--- config.mk ---
export PLATFORM = sky130hd
export DESIGN_NAME = mode_decoder
export DESIGN_NICKNAME = d
export VERILOG_FILES = /design/src/rtl/mode_dec_pkg.sv /design/src/rtl/mode_src_merge.sv /design/src/rtl/mode_classify.sv /design/src/rtl/mode_size_derive.sv /design/src/rtl/mode_decoder.sv
export SDC_FILE = /design/constraint.sdc
export NUM_CORES = 1
export LEC_CHECK = 0
export ABC_CLOCK_PERIOD_IN_PS = 2100
export BUFFER_PORTS_ARGS = -buffer_cell sky130_fd_sc_hd__clkbuf_2
export CORE_MARGIN = 5
export CORE_UTILIZATION = 50
export CTS_CLUSTER_DIAMETER = 60
export DETAILED_ROUTE_END_ITERATION = 10
export GPL_ROUTABILITY_DRIVEN = 1
export PLACE_DENSITY = 0.81
export SLEW_MARGIN = 20
export SYNTH_ARGS = -nofsm -noshare
export SYNTH_HDL_FRONTEND = slang
export SYNTH_HIERARCHICAL = 1
export SYNTH_SLANG_ARGS = --single-unit
--- constraint.sdc ---
create_clock -name clk -period 2.1 [get_ports clk]
set_input_delay 0 -clock clk [delete_from_list [all_inputs] [get_ports clk]]
set_output_delay 0 -clock clk [all_outputs]
set_load 0.03 [all_outputs]
--- src/rtl/mode_dec_pkg.sv ---
// Package: shared types and size codes for the execution mode decoder.
// Assumes a two-bit privilege field and two-bit size codes.
package mode_dec_pkg;

    localparam int DPL_W = 2;
    localparam int SZ_W  = 2;

    localparam logic [SZ_W-1:0] SZ_16 = 2'd1;
    localparam logic [SZ_W-1:0] SZ_32 = 2'd2;
    localparam logic [SZ_W-1:0] SZ_64 = 2'd3;

    typedef enum logic {
        MODE_LEGACY = 1'b0,
        MODE_LONG   = 1'b1
    } mode_e;

    typedef enum logic [2:0] {
        SUB_REAL   = 3'd0,
        SUB_PROT   = 3'd1,
        SUB_V86    = 3'd2,
        SUB_COMPAT = 3'd3,
        SUB_64     = 3'd4
    } submode_e;

    typedef struct packed {
        logic             lma;
        logic             pg;
        logic             pe;
        logic             cs_l;
        logic             cs_db;
        logic [DPL_W-1:0] cs_dpl;
        logic             ss_db;
        logic             vm;
    } mode_src_t;

    typedef struct packed {
        logic [SZ_W-1:0] def_op;
        logic [SZ_W-1:0] alt_op;
        logic [SZ_W-1:0] def_addr;
        logic [SZ_W-1:0] alt_addr;
        logic [SZ_W-1:0] stk;
    } size_set_t;

    typedef struct packed {
        mode_e            mode;
        submode_e         sub;
        logic [DPL_W-1:0] cpl;
        logic             pg;
        logic             pe;
        size_set_t        sz;
    } mode_sum_t;

endpackage

--- src/rtl/mode_src_merge.sv ---
// Module: forms the effective source fields. Each pending write trigger
// replaces the matching current-value fields with the data being written.
// Assumes the triggers are independent and may be asserted together.
module mode_src_merge
    import mode_dec_pkg::*;
(
    input  mode_src_t        cur,
    input  logic             wr_ctrl,
    input  logic             wr_ctrl_pg,
    input  logic             wr_ctrl_pe,
    input  logic             wr_cs,
    input  logic             wr_cs_l,
    input  logic             wr_cs_db,
    input  logic [DPL_W-1:0] wr_cs_dpl,
    input  logic             wr_ss,
    input  logic             wr_ss_db,
    output mode_src_t        eff
);

    // Override each field group that has a write in flight.
    always_comb begin
        eff = cur;
        if (wr_ctrl) begin
            eff.pg = wr_ctrl_pg;
            eff.pe = wr_ctrl_pe;
        end
        if (wr_cs) begin
            eff.cs_l   = wr_cs_l;
            eff.cs_db  = wr_cs_db;
            eff.cs_dpl = wr_cs_dpl;
        end
        if (wr_ss) begin
            eff.ss_db = wr_ss_db;
        end
    end

endmodule

--- src/rtl/mode_classify.sv ---
// Module: classifies the effective sources into a mode and a submode.
// Assumes long-mode-active takes priority over the protection state.
module mode_classify
    import mode_dec_pkg::*;
(
    input  mode_src_t src,
    output mode_e     mode,
    output submode_e  sub
);

    // Walk the mode hierarchy: long or legacy first, then the submode.
    always_comb begin
        if (src.lma) begin
            mode = MODE_LONG;
            sub  = src.cs_l ? SUB_64 : SUB_COMPAT;
        end else begin
            mode = MODE_LEGACY;
            if (!src.pe)
                sub = SUB_REAL;
            else if (src.vm)
                sub = SUB_V86;
            else
                sub = SUB_PROT;
        end
    end

endmodule

--- src/rtl/mode_size_derive.sv ---
// Module: derives the operand, address and stack size codes from the
// submode and the segment default-size bits. Purely combinational.
module mode_size_derive
    import mode_dec_pkg::*;
(
    input  submode_e  sub,
    input  logic      cs_db,
    input  logic      ss_db,
    output size_set_t sz
);

    logic is64;

    // Flag the 64-bit submode, which outranks every segment bit.
    always_comb is64 = (sub == SUB_64);

    // Operand sizes: the 32-bit default applies in 64-bit or wide code.
    always_comb begin
        if (is64 || cs_db) begin
            sz.def_op = SZ_32;
            sz.alt_op = SZ_16;
        end else begin
            sz.def_op = SZ_16;
            sz.alt_op = SZ_32;
        end
    end

    // Address sizes: three layers, 64-bit then wide code then narrow.
    always_comb begin
        if (is64) begin
            sz.def_addr = SZ_64;
            sz.alt_addr = SZ_32;
        end else if (cs_db) begin
            sz.def_addr = SZ_32;
            sz.alt_addr = SZ_16;
        end else begin
            sz.def_addr = SZ_16;
            sz.alt_addr = SZ_32;
        end
    end

    // Stack size: 64-bit submode, else the stack segment's own bit.
    always_comb begin
        if (is64)
            sz.stk = SZ_64;
        else if (ss_db)
            sz.stk = SZ_32;
        else
            sz.stk = SZ_16;
    end

endmodule

--- src/rtl/mode_decoder.sv ---
// Module: top of the execution mode decoder. Merges pending writes into the
// current source values, classifies the mode, derives the sizes, and
// latches the summary with a one-cycle valid pulse on any trigger.
// Assumes the source registers live outside; reset is synchronous, active low.
module mode_decoder
    import mode_dec_pkg::*;
(
    input  logic             clk,
    input  logic             rst_n,
    input  logic             cur_lma,
    input  logic             cur_pg,
    input  logic             cur_pe,
    input  logic             cur_cs_l,
    input  logic             cur_cs_db,
    input  logic [DPL_W-1:0] cur_cs_dpl,
    input  logic             cur_ss_db,
    input  logic             cur_vm,
    input  logic             refresh,
    input  logic             wr_ctrl,
    input  logic             wr_ctrl_pg,
    input  logic             wr_ctrl_pe,
    input  logic             wr_cs,
    input  logic             wr_cs_l,
    input  logic             wr_cs_db,
    input  logic [DPL_W-1:0] wr_cs_dpl,
    input  logic             wr_ss,
    input  logic             wr_ss_db,
    output logic             dec_valid,
    output logic             dec_mode,
    output logic [2:0]       dec_submode,
    output logic [DPL_W-1:0] dec_cpl,
    output logic             dec_paging,
    output logic             dec_prot,
    output logic [SZ_W-1:0]  dec_def_op,
    output logic [SZ_W-1:0]  dec_alt_op,
    output logic [SZ_W-1:0]  dec_def_addr,
    output logic [SZ_W-1:0]  dec_alt_addr,
    output logic [SZ_W-1:0]  dec_stack
);

    mode_src_t cur_src, eff_src;
    mode_e     nxt_mode;
    submode_e  nxt_sub;
    size_set_t nxt_sz;
    mode_sum_t nxt_sum, sum_q;
    logic      trig, valid_q;

    // Gather the current-value inputs into one record.
    always_comb cur_src = '{lma: cur_lma, pg: cur_pg, pe: cur_pe,
                            cs_l: cur_cs_l, cs_db: cur_cs_db,
                            cs_dpl: cur_cs_dpl, ss_db: cur_ss_db,
                            vm: cur_vm};

    // Any of the four triggers asks for a recompute.
    always_comb trig = refresh | wr_ctrl | wr_cs | wr_ss;

    mode_src_merge u_merge (
        .cur        (cur_src),
        .wr_ctrl    (wr_ctrl),
        .wr_ctrl_pg (wr_ctrl_pg),
        .wr_ctrl_pe (wr_ctrl_pe),
        .wr_cs      (wr_cs),
        .wr_cs_l    (wr_cs_l),
        .wr_cs_db   (wr_cs_db),
        .wr_cs_dpl  (wr_cs_dpl),
        .wr_ss      (wr_ss),
        .wr_ss_db   (wr_ss_db),
        .eff        (eff_src)
    );

    mode_classify u_classify (
        .src  (eff_src),
        .mode (nxt_mode),
        .sub  (nxt_sub)
    );

    mode_size_derive u_sizes (
        .sub   (nxt_sub),
        .cs_db (eff_src.cs_db),
        .ss_db (eff_src.ss_db),
        .sz    (nxt_sz)
    );

    // Assemble the next summary record.
    always_comb nxt_sum = '{mode: nxt_mode, sub: nxt_sub,
                            cpl: eff_src.cs_dpl, pg: eff_src.pg,
                            pe: eff_src.pe, sz: nxt_sz};

    // Latch the summary on a trigger; clear it on reset.
    always_ff @(posedge clk) begin
        if (!rst_n)
            sum_q <= '0;
        else if (trig)
            sum_q <= nxt_sum;
    end

    // Raise the update pulse for the cycle after each trigger.
    always_ff @(posedge clk) begin
        if (!rst_n)
            valid_q <= 1'b0;
        else
            valid_q <= trig;
    end

    // Drive the decoder-facing outputs from the latched record.
    always_comb begin
        dec_valid    = valid_q;
        dec_mode     = sum_q.mode;
        dec_submode  = sum_q.sub;
        dec_cpl      = sum_q.cpl;
        dec_paging   = sum_q.pg;
        dec_prot     = sum_q.pe;
        dec_def_op   = sum_q.sz.def_op;
        dec_alt_op   = sum_q.sz.alt_op;
        dec_def_addr = sum_q.sz.def_addr;
        dec_alt_addr = sum_q.sz.alt_addr;
        dec_stack    = sum_q.sz.stk;
    end

    // long-mode-active with a set long bit and no code-segment write gives 64-bit.
    a_r1_long64: assert property (@(posedge clk) disable iff (!rst_n)
        (trig && cur_lma && !wr_cs && cur_cs_l) |=>
            (dec_mode == 1'b1 && dec_submode == 3'd4));

    // legacy with protection off and no control write gives Real.
    a_r2_real: assert property (@(posedge clk) disable iff (!rst_n)
        (trig && !cur_lma && !wr_ctrl && !cur_pe) |=>
            (dec_mode == 1'b0 && dec_submode == 3'd0));

    // a code-segment write sets the privilege output from its data.
    a_r3_cpl_from_write: assert property (@(posedge clk) disable iff (!rst_n)
        wr_cs |=> (dec_cpl == $past(wr_cs_dpl)));

    // the 64-bit submode always comes with 64-bit stack and address.
    a_r6_sixty_four_sizes: assert property (@(posedge clk) disable iff (!rst_n)
        (dec_submode == 3'd4) |->
            (dec_stack == 2'd3 && dec_def_addr == 2'd3 && dec_def_op == 2'd2));

    // no trigger keeps the summary stable.
    a_r9_hold: assert property (@(posedge clk) disable iff (!rst_n)
        !trig |=> ($stable(dec_submode) && $stable(dec_cpl) &&
                   $stable(dec_stack) && $stable(dec_paging)));

    // the valid pulse follows a trigger.
    a_r11_valid_after_trig: assert property (@(posedge clk) disable iff (!rst_n)
        trig |=> dec_valid);

    // no pulse without a trigger.
    a_r11_no_spurious_valid: assert property (@(posedge clk) disable iff (!rst_n)
        !trig |=> !dec_valid);

endmodule

---- Yosys cells after proc, flatten, opt, wreduce, memory -nomap -nowiden ----
Index checks and enable logic that the tools add are counted.
word-level totals
  latch bits .............................. 0
  logic and storage cells ................. 29
  output and inout bits ................... 19
  bits in read-only memories .............. 0
  memory bits (writable) .................. 0
  bits in registers ....................... 19
  bits of input ports ..................... 22
  memories kept ........................... 0
cells by class
  bitwise gates (word level) .............. 3
  multiply operators ...................... 0
  muxes and demuxes ....................... 13
  $lt $le $gt $ge ......................... 0
  reductions and logical operators ........ 1
  eq/ne operators ......................... 1
  shifts and indexed selects .............. 0
  divide/modulo/power cells ............... 0
  $add $sub $neg .......................... 0
operators with widths
  operator                              count
  2-to-1 mux 4 bit                      4
  2-to-1 mux 3 bit                      3
  2-to-1 mux 2 bit                      4
  == test 3 bit, second input constant  1
  bitwise OR 1 bit                      3
  2-to-1 mux 1 bit                      2
  logical OR 1 bit                      1

---- Logic depth before layout (Yosys ltp) ----
  depth in word-level cells ............... 6
  depth in mapped cells ................... 8
  gate-level depth less buffers ........... 7

---- Cells and area by module ----
The synthesis kept the hierarchy.
by module, submodules not included
  module            cells an instance  area each (um2)  sequential area each (um2)  instances
  mode_decoder      81                 768.2            380.4                       1
  mode_src_merge    9                  93.8             0.0                         1
  mode_size_derive  11                 78.8             0.0                         1
  mode_classify     7                  51.3             0.0                         1

---- Worst setup path after synthesis ----
OpenSTA, ideal clock, no wires.
  kind .................................... input to register
  start point ............................. input port wr_ctrl
  end point ............................... register sum_q (netlist bit dec_def_op[1])
  setup slack ............................. 0.733 ns
  stages on the path ...................... 8
  data required time ...................... 2.028 ns
  arrival ................................. 1.295 ns
  path through ............................ mux2_2 nand2b_4 o21ai_2 or3b_4 or2b_1 buf_4 nand2_1 mux2i_1
RTL lines
  what                    RTL line            source
  start: declaration      mode_decoder.sv:19  input logic wr_ctrl,
  end signal: assignment  mode_decoder.sv:94  sum_q <= nxt_sum;
  end: declaration        mode_decoder.sv:45  mode_sum_t nxt_sum, sum_q;

---- Final worst setup path ----
  start point ............................. input port cur_lma
  end point ............................... register sum_q (netlist bit dec_alt_op[0])
between the ends
  word-level cells in the longest chain between the ends .. 4
ends and longest elaborated chain
  what                  RTL line                source
  start: declaration    mode_decoder.sv:10      input logic cur_lma,
  2-to-1 mux 3 bit      mode_classify.sv:13     if (src.lma) begin
  named net nxt_sub[0]  mode_decoder.sv:43      submode_e nxt_sub;
  == test 3 bit         mode_size_derive.sv:15  always_comb is64 = (sub == SUB_64);
  logical OR 1 bit      mode_size_derive.sv:19  if (is64 || cs_db) begin
  2-to-1 mux 4 bit      mode_size_derive.sv:19
The timed path passes the listed nets, and every way through them passes these cells.
A chain may end at the register's enable or synchronous reset.

==> key figures <==
Worst setup path
  – CP max FO: 6
  – CP Capture Type: flop
  – Arrival @ worst endpoint: approximately 1.7 ns
  – Reg-to-reg slack, setup: 1.48 ns
  – RR Startpoint: dec_alt_addr[1]
  – CP Class: primary input to flop
  – R2r endpoint: dec_alt_addr[1]
  – Reg2reg path depth: 2
  – Worst Path Required: approximately 2.3 ns
  – Crit path launch type: primary input

STA
  – F_max: approximately 0.69 GHz
  – # setup viols final: 0
  – Final hold slack: around 0.038 ns
  – RSZ-0062 raised after global routing: false
  – Slew Limit Headroom: 55.8%
  – Worst-Margin Slew: between 0.6 and 0.7 ns
  – Post-route setup TNS: 0 ns
  – Clk_skew: 0 ns
  – Final hold violation count: 0
  – Crit path time final: around 1.4 ns
  – Slew Limit Fails: 0
  – Period utilization: 68.7%

Synth
  – Fraction of the mapped netlist area in simple logic gates: around a quarter
  – Synth Warn #: 6
  – Synth unique cells: 20
  – Share of the synthesized area in the top cell type: 38.3%
  – Cell taking the most area after synthesis: dfxtp_1
  – Post-synthesis mux area share: 26.1%
  – Number of synthesized flops with an enable pin: 0
  – Synth area leaders: dfxtp_1 38%, mux2i_1 18%, nand2_1 14%
  – Post-Synth Adder-Cell Area: 0%
  – Synth top cells by count: 38 x nand2_1, 19 x dfxtp_1, 18 x mux2i_1
  – Syn Inst Count: about 110
  – Largest family of logic cells by synthesized area: multiplexers
  – Post-Syn Area per Cell: approximately 9.2 um^2
  – Mapped Area: 992 um^2
  – Post-synthesis sequential area ratio: 38.3%
  – FFs w/ async S/R, synth: 0%
  – Compound-Gate Fraction of Synth Area: 1.39%
  – Syn Nets: 130
  – Ys flop type: dfxtp_1
  – Synth Register Bits: 19
  – Most frequent cell after synthesis: nand2_1
  – XOR/XNOR share of the synthesized area: 0%

Power and ir drop
  – Total Power: ~0.78 mW
  – Pwr Density: between 600 and 700 nW/um^2
  – VDD IR max: roughly 0.00037 V
  – Leakage Power: about 0.55 nW

Cells and area
  – Design Area, Final: around 1200 um^2
  – ANT cells: 0
  – Nets: 165
  – FILL cells: 190
  – Area grow syn2layout: 19.2%
  – Fraction of layout cells with a size suffix above 1: between 40 and 50%

Die
  – Initial Util: 51.6%
  – Row count: 16
  – Die X: 54.5 um
  – Die height: ~55 um
  – # IOs: slightly above 40
  – Area of the core: roughly 1900 um^2
  – Die area: ~3000 um^2

Route
  – Vias: around 800
  – Vias per cell: around 4.7
  – Routed len/inst: 11.0 um
  – Initial drt markers: 8
  – First-pass DRT Iterations: 2
  – Residual DRC count: 0
  – Final wirelength: about 1900 um
  – Routed Antenna Nets: 0

CTS
  – Number of setup buffers added after CTS: 0
  – H-Tree Depth: 1
  – Post_cts resized: 0
  – Clock Tree Buf Depth: 2
  – Worst skew pair latency: 0.28 ns
  – Total CTS buffers: 3
  – CTS tree: built
  – CTS root buffer: clkbuf_4
  – Clk pin slew, worst setup/hold paths: ~0.10 ns
  – Clock sink total: 19

Global route
  – M3 GR Usage: 0.817%
  – First-pass GRT wire length: 2950 um
  – GR Overflow Total: 0
  – Grt peak-use layer: met2
  – Antenna violations before repair: 0
  – Global routing usage on met1: 14.3%
  – Largest net degree at the start of global routing: 38
  – Vias in the first global route: roughly 740
  – Grt met2 use: between 20% and 30%
  – Gr usage total: 13.9%

Worst hold path
  – Hold Crit Class: primary input to flop
  – Hold Crit Start: cur_vm
  – Hold Crit Depth: 4
  – Hold Path Sink: dec_submode[0]

Place
  – Post-DP Area: 1150 um^2
  – HPWL after DPL: 1560 um
  – Placer Congestion: ~0.74
  – I/O Buffers: 40

Job
  – Max_cap viols: 0

Status
  – Outcome: complete, no violations
sequential cells by signal (all words and copies together), names as in the netlist:
name / flops
dec_mode: 1
dec_submode: 3
dec_alt_op: 2
dec_cpl: 2
dec_def_addr: 2
dec_valid: 1
dec_def_op: 2
dec_alt_addr: 2
dec_stack: 2
dec_paging: 1
dec_prot: 1
per-stage QoR:
stage | std cells | setup slack [ns] | util (%)
finish | 169 | 0.657 | 61.5
global route | 169 | 0.540 | 61.5
CTS | 169 | 0.656 | 61.5
detailed placement | 164 | 0.517 | 59.6
global placement | 164 | 0.568 | 59.6
floorplan | 108 | 0.733 | -
cell usage in the layout, fill, tap and decap left out, drive strengths merged:
master        n
nor4          1
or3b          1
buf           2
nand2b        2
nand2        38
or2b          2
nor2b         1
dfxtp        19
dlygate4sd3   1
mux2i        18
o21ai         2
clkbuf       44
and2b         1
and2          2
inv           1
mux2          7
repair_timing:
action	CTS	global route
hold buffers	1	0
endpoints found under the setup margin	0	0
hold endpoints to repair	1	0
final cells by class:
type	instances	area, um^2	share of cell area (%)
multi-input cells	75	513	43.4
flip-flops and latches	19	380	32.2
repair buffers	43	225	19.0
well taps	27	33.8	2.86
clock buffers	4	26.3	2.22
inverters	1	3.75	0.317
where the power goes:
| group | total [mW] | internal, mW | leakage [nW] | switching (mW) |
|---|---|---|---|---|
| clock network | 0.175 | 0.0737 | 0.0150 | 0.102 |
| logic | 0.198 | 0.0765 | 0.373 | 0.122 |
| registers | 0.401 | 0.388 | 0.158 | 0.0129 |
per-layer routing:
layer / vias to the layer above / wire [um]
met5: - / 0
met4: 0 / 28
met3: 2 / 81
met2: 16 / 1030
met1: 374 / 721
li1: 410 / -
worst max-delay path by stage:
stage	startpoint	end	slack, ns	cells past startpoint
final	cur_lma	dec_alt_op[0]	0.66	8
after global routing	cur_lma	dec_alt_op[0]	0.54	8
after CTS	cur_lma	dec_alt_op[0]	0.66	8
after detailed placement	wr_ctrl	dec_alt_op[0]	0.52	8
after global placement	wr_ctrl	dec_def_addr[1]	0.57	8
after floorplan	wr_ctrl	dec_def_op[1]	0.73	8
kinds of logic (layout without fill, tap and decap cells):
logic type,after synthesis,after routing
multiplexers,25,25
AO/OA/AOI/OAI,2,2
buffers and inverters,14,48
flip-flops,19,19
AND/OR/NAND/NOR,48,48
critical path, cell delays in order:
cell and delay [ns]:
dlygate4sd3_1 0.53, clkbuf_2 0.13, nand2b_1 0.10, o21ai_1 0.09, or3b_4 0.41, or2b_1 0.20, nand2_1 0.06, mux2i_1 0.15
(Power assumes the default switching activity.)
